===== src/rtl/dcbw_pkg.sv =====
package dcbw_pkg;
  typedef enum logic [1:0] {
    ST_IDLE,
    ST_REQ,
    ST_WAIT,
    ST_EMIT
  } walk_st_e;
endpackage


===== src/rtl/dcbw_ptr_check.sv =====
module dcbw_ptr_check #(
  parameter int AW = 32
) (
  input  logic [AW-1:0] ptr_i,
  output logic          is_end_o,
  output logic          is_misal_o
);
  always_comb begin
    is_end_o   = &ptr_i;
    is_misal_o = !is_end_o && (|ptr_i[2:0]);
  end
endmodule


===== src/rtl/dcbw_loop_guard.sv =====
module dcbw_loop_guard #(
  parameter int CW = 8
) (
  input  logic          clk,
  input  logic          rst_n,
  input  logic          clear_i,
  input  logic [CW-1:0] limit_i,
  input  logic          step_i,
  output logic          last_o
);
  logic [CW-1:0] cnt_q, lim_q;

  always_ff @(posedge clk or negedge rst_n) begin
    if (!rst_n) begin
      cnt_q <= '0;
      lim_q <= CW'(1);
    end else if (clear_i) begin
      cnt_q <= '0;
      lim_q <= (limit_i == '0) ? CW'(1) : limit_i;
    end else if (step_i) begin
      cnt_q <= cnt_q + CW'(1);
    end
  end

  always_comb last_o = ({1'b0, cnt_q} + (CW+1)'(1)) >= {1'b0, lim_q};


  cnt_bound_chk: assert property (@(posedge clk) disable iff (!rst_n)
    cnt_q <= lim_q);
endmodule


===== src/rtl/dcb_chain_walker.sv =====
module dcb_chain_walker
  import dcbw_pkg::*;
#(
  parameter int AW     = 32,
  parameter int LENW   = 16,
  parameter int INFOW  = 16,
  parameter int MAXBLK = 4,
  parameter int CNTW   = 8,
  parameter int BLKW   = $clog2(MAXBLK + 1)
) (
  input  logic             clk,
  input  logic             rst_n,
  input  logic             start_i,
  input  logic [AW-1:0]    start_addr_i,
  input  logic             stop_i,
  input  logic [BLKW-1:0]  blk_per_dcb_i,
  input  logic [CNTW-1:0]  max_dcb_i,
  output logic             rd_req_valid_o,
  input  logic             rd_req_ready_i,
  output logic [AW-1:0]    rd_addr_o,
  input  logic             rd_resp_valid_i,
  input  logic [63:0]      rd_resp_data_i,
  output logic             blk_valid_o,
  input  logic             blk_ready_i,
  output logic [AW-1:0]    blk_addr_o,
  output logic [LENW-1:0]  blk_len_o,
  output logic [INFOW-1:0] blk_info_o,
  output logic             busy_o,
  output logic             done_irq_o,
  output logic             align_err_o,
  output logic             loop_err_o
);
  localparam int NWORD = 2 + 2 * MAXBLK;
  localparam int IDXW  = $clog2(NWORD);

  walk_st_e          st_q;
  logic [AW-1:0]     base_q, next_q, ptr_q;
  logic [IDXW-1:0]   widx_q;
  logic [BLKW-1:0]   nblk_q, nblk_n;
  logic [LENW-1:0]   len_q;
  logic [INFOW-1:0]  info_q;
  logic              stop_q, irq_q, aerr_q, lerr_q;
  logic              nx_end, nx_misal, st_end, st_misal, at_last_dcb;
  logic              seg_last, accept_start, dcb_step, seg_taken;
  logic              unused_hi;

  assign unused_hi = ^rd_resp_data_i[63:AW];

  dcbw_ptr_check #(.AW(AW)) u_next_chk (
    .ptr_i(next_q), .is_end_o(nx_end), .is_misal_o(nx_misal));
  dcbw_ptr_check #(.AW(AW)) u_start_chk (
    .ptr_i(start_addr_i), .is_end_o(st_end), .is_misal_o(st_misal));

  always_comb begin
    if (blk_per_dcb_i == '0)                   nblk_n = BLKW'(1);
    else if (blk_per_dcb_i > BLKW'(MAXBLK))    nblk_n = BLKW'(MAXBLK);
    else                                       nblk_n = blk_per_dcb_i;
    seg_last     = (int'(widx_q) == 2 * int'(nblk_q) + 1);
    accept_start = (st_q == ST_IDLE) && start_i && !st_end && !st_misal;
    seg_taken    = (st_q == ST_EMIT) && blk_ready_i;
    dcb_step     = seg_taken && seg_last && !stop_q;
  end

  dcbw_loop_guard #(.CW(CNTW)) u_guard (
    .clk(clk), .rst_n(rst_n), .clear_i(accept_start), .limit_i(max_dcb_i),
    .step_i(dcb_step), .last_o(at_last_dcb));

  always_ff @(posedge clk or negedge rst_n) begin
    if (!rst_n) begin
      st_q   <= ST_IDLE;
      base_q <= '0;
      next_q <= '0;
      ptr_q  <= '0;
      widx_q <= '0;
      nblk_q <= BLKW'(1);
      len_q  <= '0;
      info_q <= '0;
      stop_q <= 1'b0;
      irq_q  <= 1'b0;
      aerr_q <= 1'b0;
      lerr_q <= 1'b0;
    end else begin
      irq_q <= 1'b0;
      if (st_q != ST_IDLE && stop_i) stop_q <= 1'b1;
      unique case (st_q)
        ST_IDLE: if (start_i) begin
          if (st_end || st_misal) begin
            aerr_q <= 1'b1;
            lerr_q <= 1'b0;
          end else begin
            base_q <= start_addr_i;
            widx_q <= '0;
            nblk_q <= nblk_n;
            stop_q <= 1'b0;
            aerr_q <= 1'b0;
            lerr_q <= 1'b0;
            st_q   <= ST_REQ;
          end
        end
        ST_REQ: if (rd_req_ready_i) st_q <= ST_WAIT;
        ST_WAIT: if (rd_resp_valid_i) begin
          if (widx_q == IDXW'(0))      next_q <= rd_resp_data_i[AW-1:0];
          else if (widx_q == IDXW'(1)) info_q <= rd_resp_data_i[INFOW-1:0];
          else if (!widx_q[0])         len_q  <= rd_resp_data_i[LENW-1:0];
          else                         ptr_q  <= rd_resp_data_i[AW-1:0];
          if (widx_q >= IDXW'(3) && widx_q[0]) st_q <= ST_EMIT;
          else begin
            widx_q <= widx_q + IDXW'(1);
            st_q   <= ST_REQ;
          end
        end
        ST_EMIT: if (blk_ready_i) begin
          if (stop_q) st_q <= ST_IDLE;
          else if (!seg_last) begin
            widx_q <= widx_q + IDXW'(1);
            st_q   <= ST_REQ;
          end else if (nx_end) begin
            irq_q <= 1'b1;
            st_q  <= ST_IDLE;
          end else if (nx_misal) begin
            aerr_q <= 1'b1;
            st_q   <= ST_IDLE;
          end else if (at_last_dcb) begin
            lerr_q <= 1'b1;
            st_q   <= ST_IDLE;
          end else begin
            base_q <= next_q;
            widx_q <= '0;
            st_q   <= ST_REQ;
          end
        end
        default: st_q <= ST_IDLE;
      endcase
    end
  end

  always_comb begin
    rd_req_valid_o = (st_q == ST_REQ);
    rd_addr_o      = base_q + AW'({widx_q, 3'b000});
    blk_valid_o    = (st_q == ST_EMIT);
    blk_addr_o     = ptr_q;
    blk_len_o      = len_q;
    blk_info_o     = info_q;
    busy_o         = (st_q != ST_IDLE);
    done_irq_o     = irq_q;
    align_err_o    = aerr_q;
    loop_err_o     = lerr_q;
  end


  rd_req_hold_chk: assert property (@(posedge clk) disable iff (!rst_n)
    rd_req_valid_o && !rd_req_ready_i |=> rd_req_valid_o && $stable(rd_addr_o));

  rd_addr_align_chk: assert property (@(posedge clk) disable iff (!rst_n)
    rd_req_valid_o |-> rd_addr_o[2:0] == 3'b000);

  blk_hold_chk: assert property (@(posedge clk) disable iff (!rst_n)
    blk_valid_o && !blk_ready_i |=> blk_valid_o && $stable(blk_addr_o)
      && $stable(blk_len_o) && $stable(blk_info_o));

  irq_pulse_chk: assert property (@(posedge clk) disable iff (!rst_n)
    done_irq_o |=> !done_irq_o);

  irq_idle_chk: assert property (@(posedge clk) disable iff (!rst_n)
    done_irq_o |-> !busy_o && !rd_req_valid_o);

  align_halt_chk: assert property (@(posedge clk) disable iff (!rst_n)
    $rose(align_err_o) |-> !busy_o && !done_irq_o);
endmodule


===== config.mk =====
export PLATFORM = sky130hd
export DESIGN_NAME = dcb_chain_walker
export DESIGN_NICKNAME = d
export VERILOG_FILES = /design/src/rtl/dcbw_pkg.sv /design/src/rtl/dcbw_ptr_check.sv /design/src/rtl/dcbw_loop_guard.sv /design/src/rtl/dcb_chain_walker.sv
export SDC_FILE = /design/constraint.sdc
export NUM_CORES = 1
export LEC_CHECK = 0
export CAP_MARGIN = 10
export CORE_MARGIN = 5
export CORE_UTILIZATION = 60
export CTS_BUF_LIST = sky130_fd_sc_hd__clkbuf_4 sky130_fd_sc_hd__clkbuf_8 sky130_fd_sc_hd__clkbuf_16
export CTS_CLUSTER_SIZE = 14
export DETAILED_ROUTE_END_ITERATION = 10
export DONT_BUFFER_PORTS = 1
export PLACE_DENSITY = 0.84
export SLEW_MARGIN = 30
export SYNTH_ARGS = -nofsm -noshare
export SYNTH_HDL_FRONTEND = slang
export SYNTH_HIERARCHICAL = 1
export SYNTH_SLANG_ARGS = --single-unit

===== constraint.sdc =====
create_clock -name clk -period 4.6 [get_ports clk]
set_input_delay 0.69 -clock clk [delete_from_list [all_inputs] [get_ports clk]]
set_output_delay 0.69 -clock clk [all_outputs]
set_load 0.03 [all_outputs]

==> impl_results.rst <==
.. list-table::
   :header-rows: 1

   * - Metric
     - Value
   * - Status
     - complete, no violations
   * - Fraction of the mapped netlist area in adder cells
     - 0.0287
   * - Stage delay of the slowest cell on the critical path
     - 0.46 ns
   * - Largest net degree at the start of global routing
     - 156
   * - RR Startpoint
     - u_guard/cnt_q[0]$_DFFE_PN0P_
   * - IR Drop Worst-Case VDD
     - 0.522 mV
   * - Delay-heaviest family, CP
     - simple AND/OR/NAND/NOR gates
   * - All-layer global routing usage
     - 0.247
   * - Vias
     - 4950
   * - Initial core utilization
     - 0.610
   * - Die Wd
     - 123 µm
   * - Cell Pwr Density
     - 772 nW/µm²
   * - Min Clock Period, post-route
     - 3.81 ns
   * - Worst endpoint data arrival time
     - 4.16 ns
   * - Number of vias per cell after detailed routing
     - 6.12
   * - Final number of setup-violating endpoints
     - 0
   * - Largest driver fanout on the critical path
     - 7
   * - End of the worst register-to-register path
     - widx_q[3]$_DFFE_PN0P_
   * - Worst-case register-to-register setup slack
     - 0.79 ns
   * - Share of cells above drive strength 1
     - 0.328
   * - Post-synthesis sequential element count
     - 157
   * - Syn nets
     - 755
   * - Slowest-stage cell, CP
     - sky130_fd_sc_hd__or3_1
   * - Synthesized-area fraction occupied by xor and xnor cells
     - 0.0468
   * - Category of the most critical setup path
     - flip-flop to flip-flop
   * - Cell area after placement
     - 7790 µm²
   * - Ys async rst share
     - 1.00
   * - Post-route fraction of the period consumed by the critical path
     - 0.828
   * - Number of detailed-routing iterations run before antenna repair
     - 4
   * - Post-synthesis share of cell area spent on and, or, nand and nor gates
     - 0.109
   * - Crit path capture type
     - flip-flop
   * - Clock Tree Root
     - sky130_fd_sc_hd__clkbuf_16
   * - Signed area change from the synthesized netlist to the final layout
     - 9.70%
   * - Post-detailed-route DRC marker count
     - 0
   * - Total Neg Setup Slack
     - 0 ns
   * - Dominant combinational cell family by area after synthesis
     - multiplexers
   * - Final wirelength
     - 17900 µm
   * - CTS tree
     - yes
   * - Final-report max-slew violation count
     - 0
   * - Number of rows in the core area
     - 41
   * - Final-stage net count
     - 755
   * - Later-pin clock latency in the skew report
     - 0.43 ns
   * - Area fraction in compound gates after synthesis
     - 0.0401
   * - Top FF cell, synth
     - sky130_fd_sc_hd__dfrtp_1
   * - Critical path data required time
     - 4.95 ns
   * - Synthesized instance count
     - 624
   * - Commonest cells in the netlist
     - sky130_fd_sc_hd__mux2_2, sky130_fd_sc_hd__dfrtp_1, sky130_fd_sc_hd__nand2_1
   * - Vias in the first global route
     - 5354
   * - H-tree depth
     - 4
   * - TritonCTS sink count
     - 157
   * - Worst clock skew
     - 0.00956 ns
   * - Most common cell in the synthesized netlist
     - sky130_fd_sc_hd__mux2_2
   * - Achievable Freq
     - 0.263 GHz
   * - Chain of cells forming the critical path
     - ha_1, nand3_1, nor2_1, xor2_1, ha_1, a21oi_1, nand2_1, a221oi_1, o21ai_0, or3_1, a311o_1, or3_1, a21oi_2
   * - Number of routed nets with antenna violations
     - 0
   * - Biggest area contributors in the synthesized netlist
     - sky130_fd_sc_hd__dfrtp_1, sky130_fd_sc_hd__mux2_2, sky130_fd_sc_hd__xnor2_1
   * - Number of antenna violations at the first check in global routing
     - 0
   * - Iteration-0 DRC count of the detailed router
     - 319
   * - Number of library cell types mapped by synthesis
     - 56
   * - Number of enable-type register cells in the synthesized netlist
     - 0
   * - Cts bufs inserted
     - 17
   * - Yosys warns
     - 6
   * - Slew at the pin closest to its max-slew limit
     - 0.976 ns
   * - DP HPWL
     - 13000 µm
   * - Antenna Cells
     - 0
   * - Count of buffer and inverter cells on the critical path
     - 0
   * - Classification of the worst-slack hold path
     - input port to asynchronous set/reset pin
   * - Slew headroom
     - 0.347
   * - Grt ovf
     - 0
   * - Sequential area share after synthesis
     - 0.512
   * - Leakage dissipation
     - 3.77 nW
   * - RSZ-0062 raised after global routing
     - false
   * - Crit path launch type
     - flip-flop
   * - Die H
     - 123 µm
   * - Standard cell core area
     - 12600 µm²
   * - Final hold violation count
     - 0
   * - RePlAce Congestion
     - 0.893
   * - Clock input transition at the sequential cells of the worst setup and hold paths
     - 0.07 ns
   * - Buffers inserted by post-CTS timing repair
     - 0
   * - Share of the synthesized area in the top cell type
     - 0.506
   * - Port Buffer Count
     - 0
   * - Max-cap violations
     - 0
   * - Mux contribution to synthesized area
     - 0.236
   * - DIE AREA
     - 15100 µm²
   * - Mean post-synth cell area
     - 12.3 µm²
   * - Wire length of the first global-routing pass
     - 28300 µm
   * - Cells on worst reg2reg path
     - 13
   * - Routed length per instance
     - 22.2 µm
   * - Total I/O pin count
     - 216
   * - Mapped Area
     - 7670 µm²
   * - Area leader, netlist
     - sky130_fd_sc_hd__dfrtp_1
   * - Design Area, Final
     - 8420 µm²
   * - Max Buffers Root-to-Sink
     - 2
-- per-layer routing --
| layer | share of wire | global-route usage | vias up | wire length, µm |
|---|---|---|---|---|
| met5 | 0 | 0 | - | 0 |
| met4 | 0.034 | 0.108 | 0 | 603 |
| met3 | 0.075 | 0.0851 | 47 | 1340 |
| met2 | 0.49 | 0.396 | 191 | 8860 |
| met1 | 0.40 | 0.303 | 2475 | 7150 |
| li1 | - | - | 2237 | - |
-- layout make-up --
type	instances	area, µm²
timing repair buffer	6	65.1
clock buffer	17	425
inverter	18	67.6
multi-input combinational	424	3540
fill	908	4150
clock inverter	15	173
sequential	157	3930
tap	172	215
-- cells in the final DEF, fill, tap and decap left out, drive strengths merged, types with 2 or more instances in the layout --
| cell type | instances |
|---|---|
| a21oi | 18 |
| a22o | 2 |
| and2 | 4 |
| and3 | 6 |
| and4 | 3 |
| buf | 6 |
| clkbuf | 17 |
| clkinv | 5 |
| dfrtp | 155 |
| dfstp | 2 |
| ha | 16 |
| inv | 27 |
| mux2 | 158 |
| mux2i | 3 |
| nand2 | 35 |
| nand2b | 3 |
| nand3 | 19 |
| nand4 | 26 |
| nor2 | 25 |
| nor2b | 6 |
| nor3 | 10 |
| nor3b | 3 |
| nor4 | 7 |
| o21ai | 16 |
| or3 | 5 |
| xnor2 | 25 |
| xor2 | 16 |
-- power breakdown --
group          leakage, nW  internal, mW  total (mW)  switching, mW
clock network        0.298         0.777        1.41          0.632
logic                 1.50         0.904        1.97           1.06
registers             1.97          2.00        3.12           1.12
total                 3.77          3.68        6.50           2.82
-- repair_timing --
action,in CTS,in global routing
gates resized for setup,0,0
hold buffers,1,0
endpoints found under the hold margin,155,0
-- worst reg2reg max path, delay by kind of cell (launching register included) --
| kind | cells | cell delay (ns) |
|---|---|---|
| xor+xnor | 1 | 0.21 |
| simple gates | 5 | 1.29 |
| flops | 1 | 0.43 |
| fa+ha+maj | 2 | 0.55 |
| compound gates | 5 | 1.25 |
-- sequential cells by signal (all words and copies together), names as in the netlist, 3 cells and up --
register,cells
base_q,32
blk_addr_o,32
blk_info_o,16
blk_len_o,16
nblk_q,3
next_q,32
u_guard/cnt_q,8
u_guard/lim_q,8
widx_q,4
-- worst max path at each step --
stage	startpoint	end	slack [ns]	cells past startpoint
2_1_floorplan	u_guard/cnt_q[0]$_DFFE_PN0P_	widx_q[2]$_DFFE_PN0P_	1.33	13
3_3_place_gp	u_guard/cnt_q[0]$_DFFE_PN0P_	widx_q[2]$_DFFE_PN0P_	1.07	13
3_5_place_dp	u_guard/cnt_q[0]$_DFFE_PN0P_	widx_q[3]$_DFFE_PN0P_	0.94	13
4_1_cts	widx_q[0]$_DFFE_PN0P_	rd_addr_o[29]	0.84	7
5_1_grt	u_guard/cnt_q[0]$_DFFE_PN0P_	widx_q[3]$_DFFE_PN0P_	0.53	13
6_report	u_guard/cnt_q[0]$_DFFE_PN0P_	widx_q[3]$_DFFE_PN0P_	0.79	13
-- metrics by stage --
step	worst slack [ns]	total power [mW]	cells	hold slack (ns)	utilization
after global routing	0.527	6.84	809	0.0791	0.670
after CTS	0.843	6.53	809	0.0844	0.670
final	0.792	6.50	809	0.102	0.670
after detailed placement	0.941	5.06	776	0.399	0.620
after floorplan	1.33	4.63	624	0.394	-
after global placement	1.07	4.94	776	0.400	0.620
-- logic make-up after synthesis --
kind of cell               Yosys count
xor gates and xnor gates            41
buffers and inverters               43
DFF                                157
AOI/OAI and AO/OA                   50
muxes                              161
adders and majority gates           17
and+or+nand+nor                    155
No activity file was read; power rests on OpenSTA's default activity.
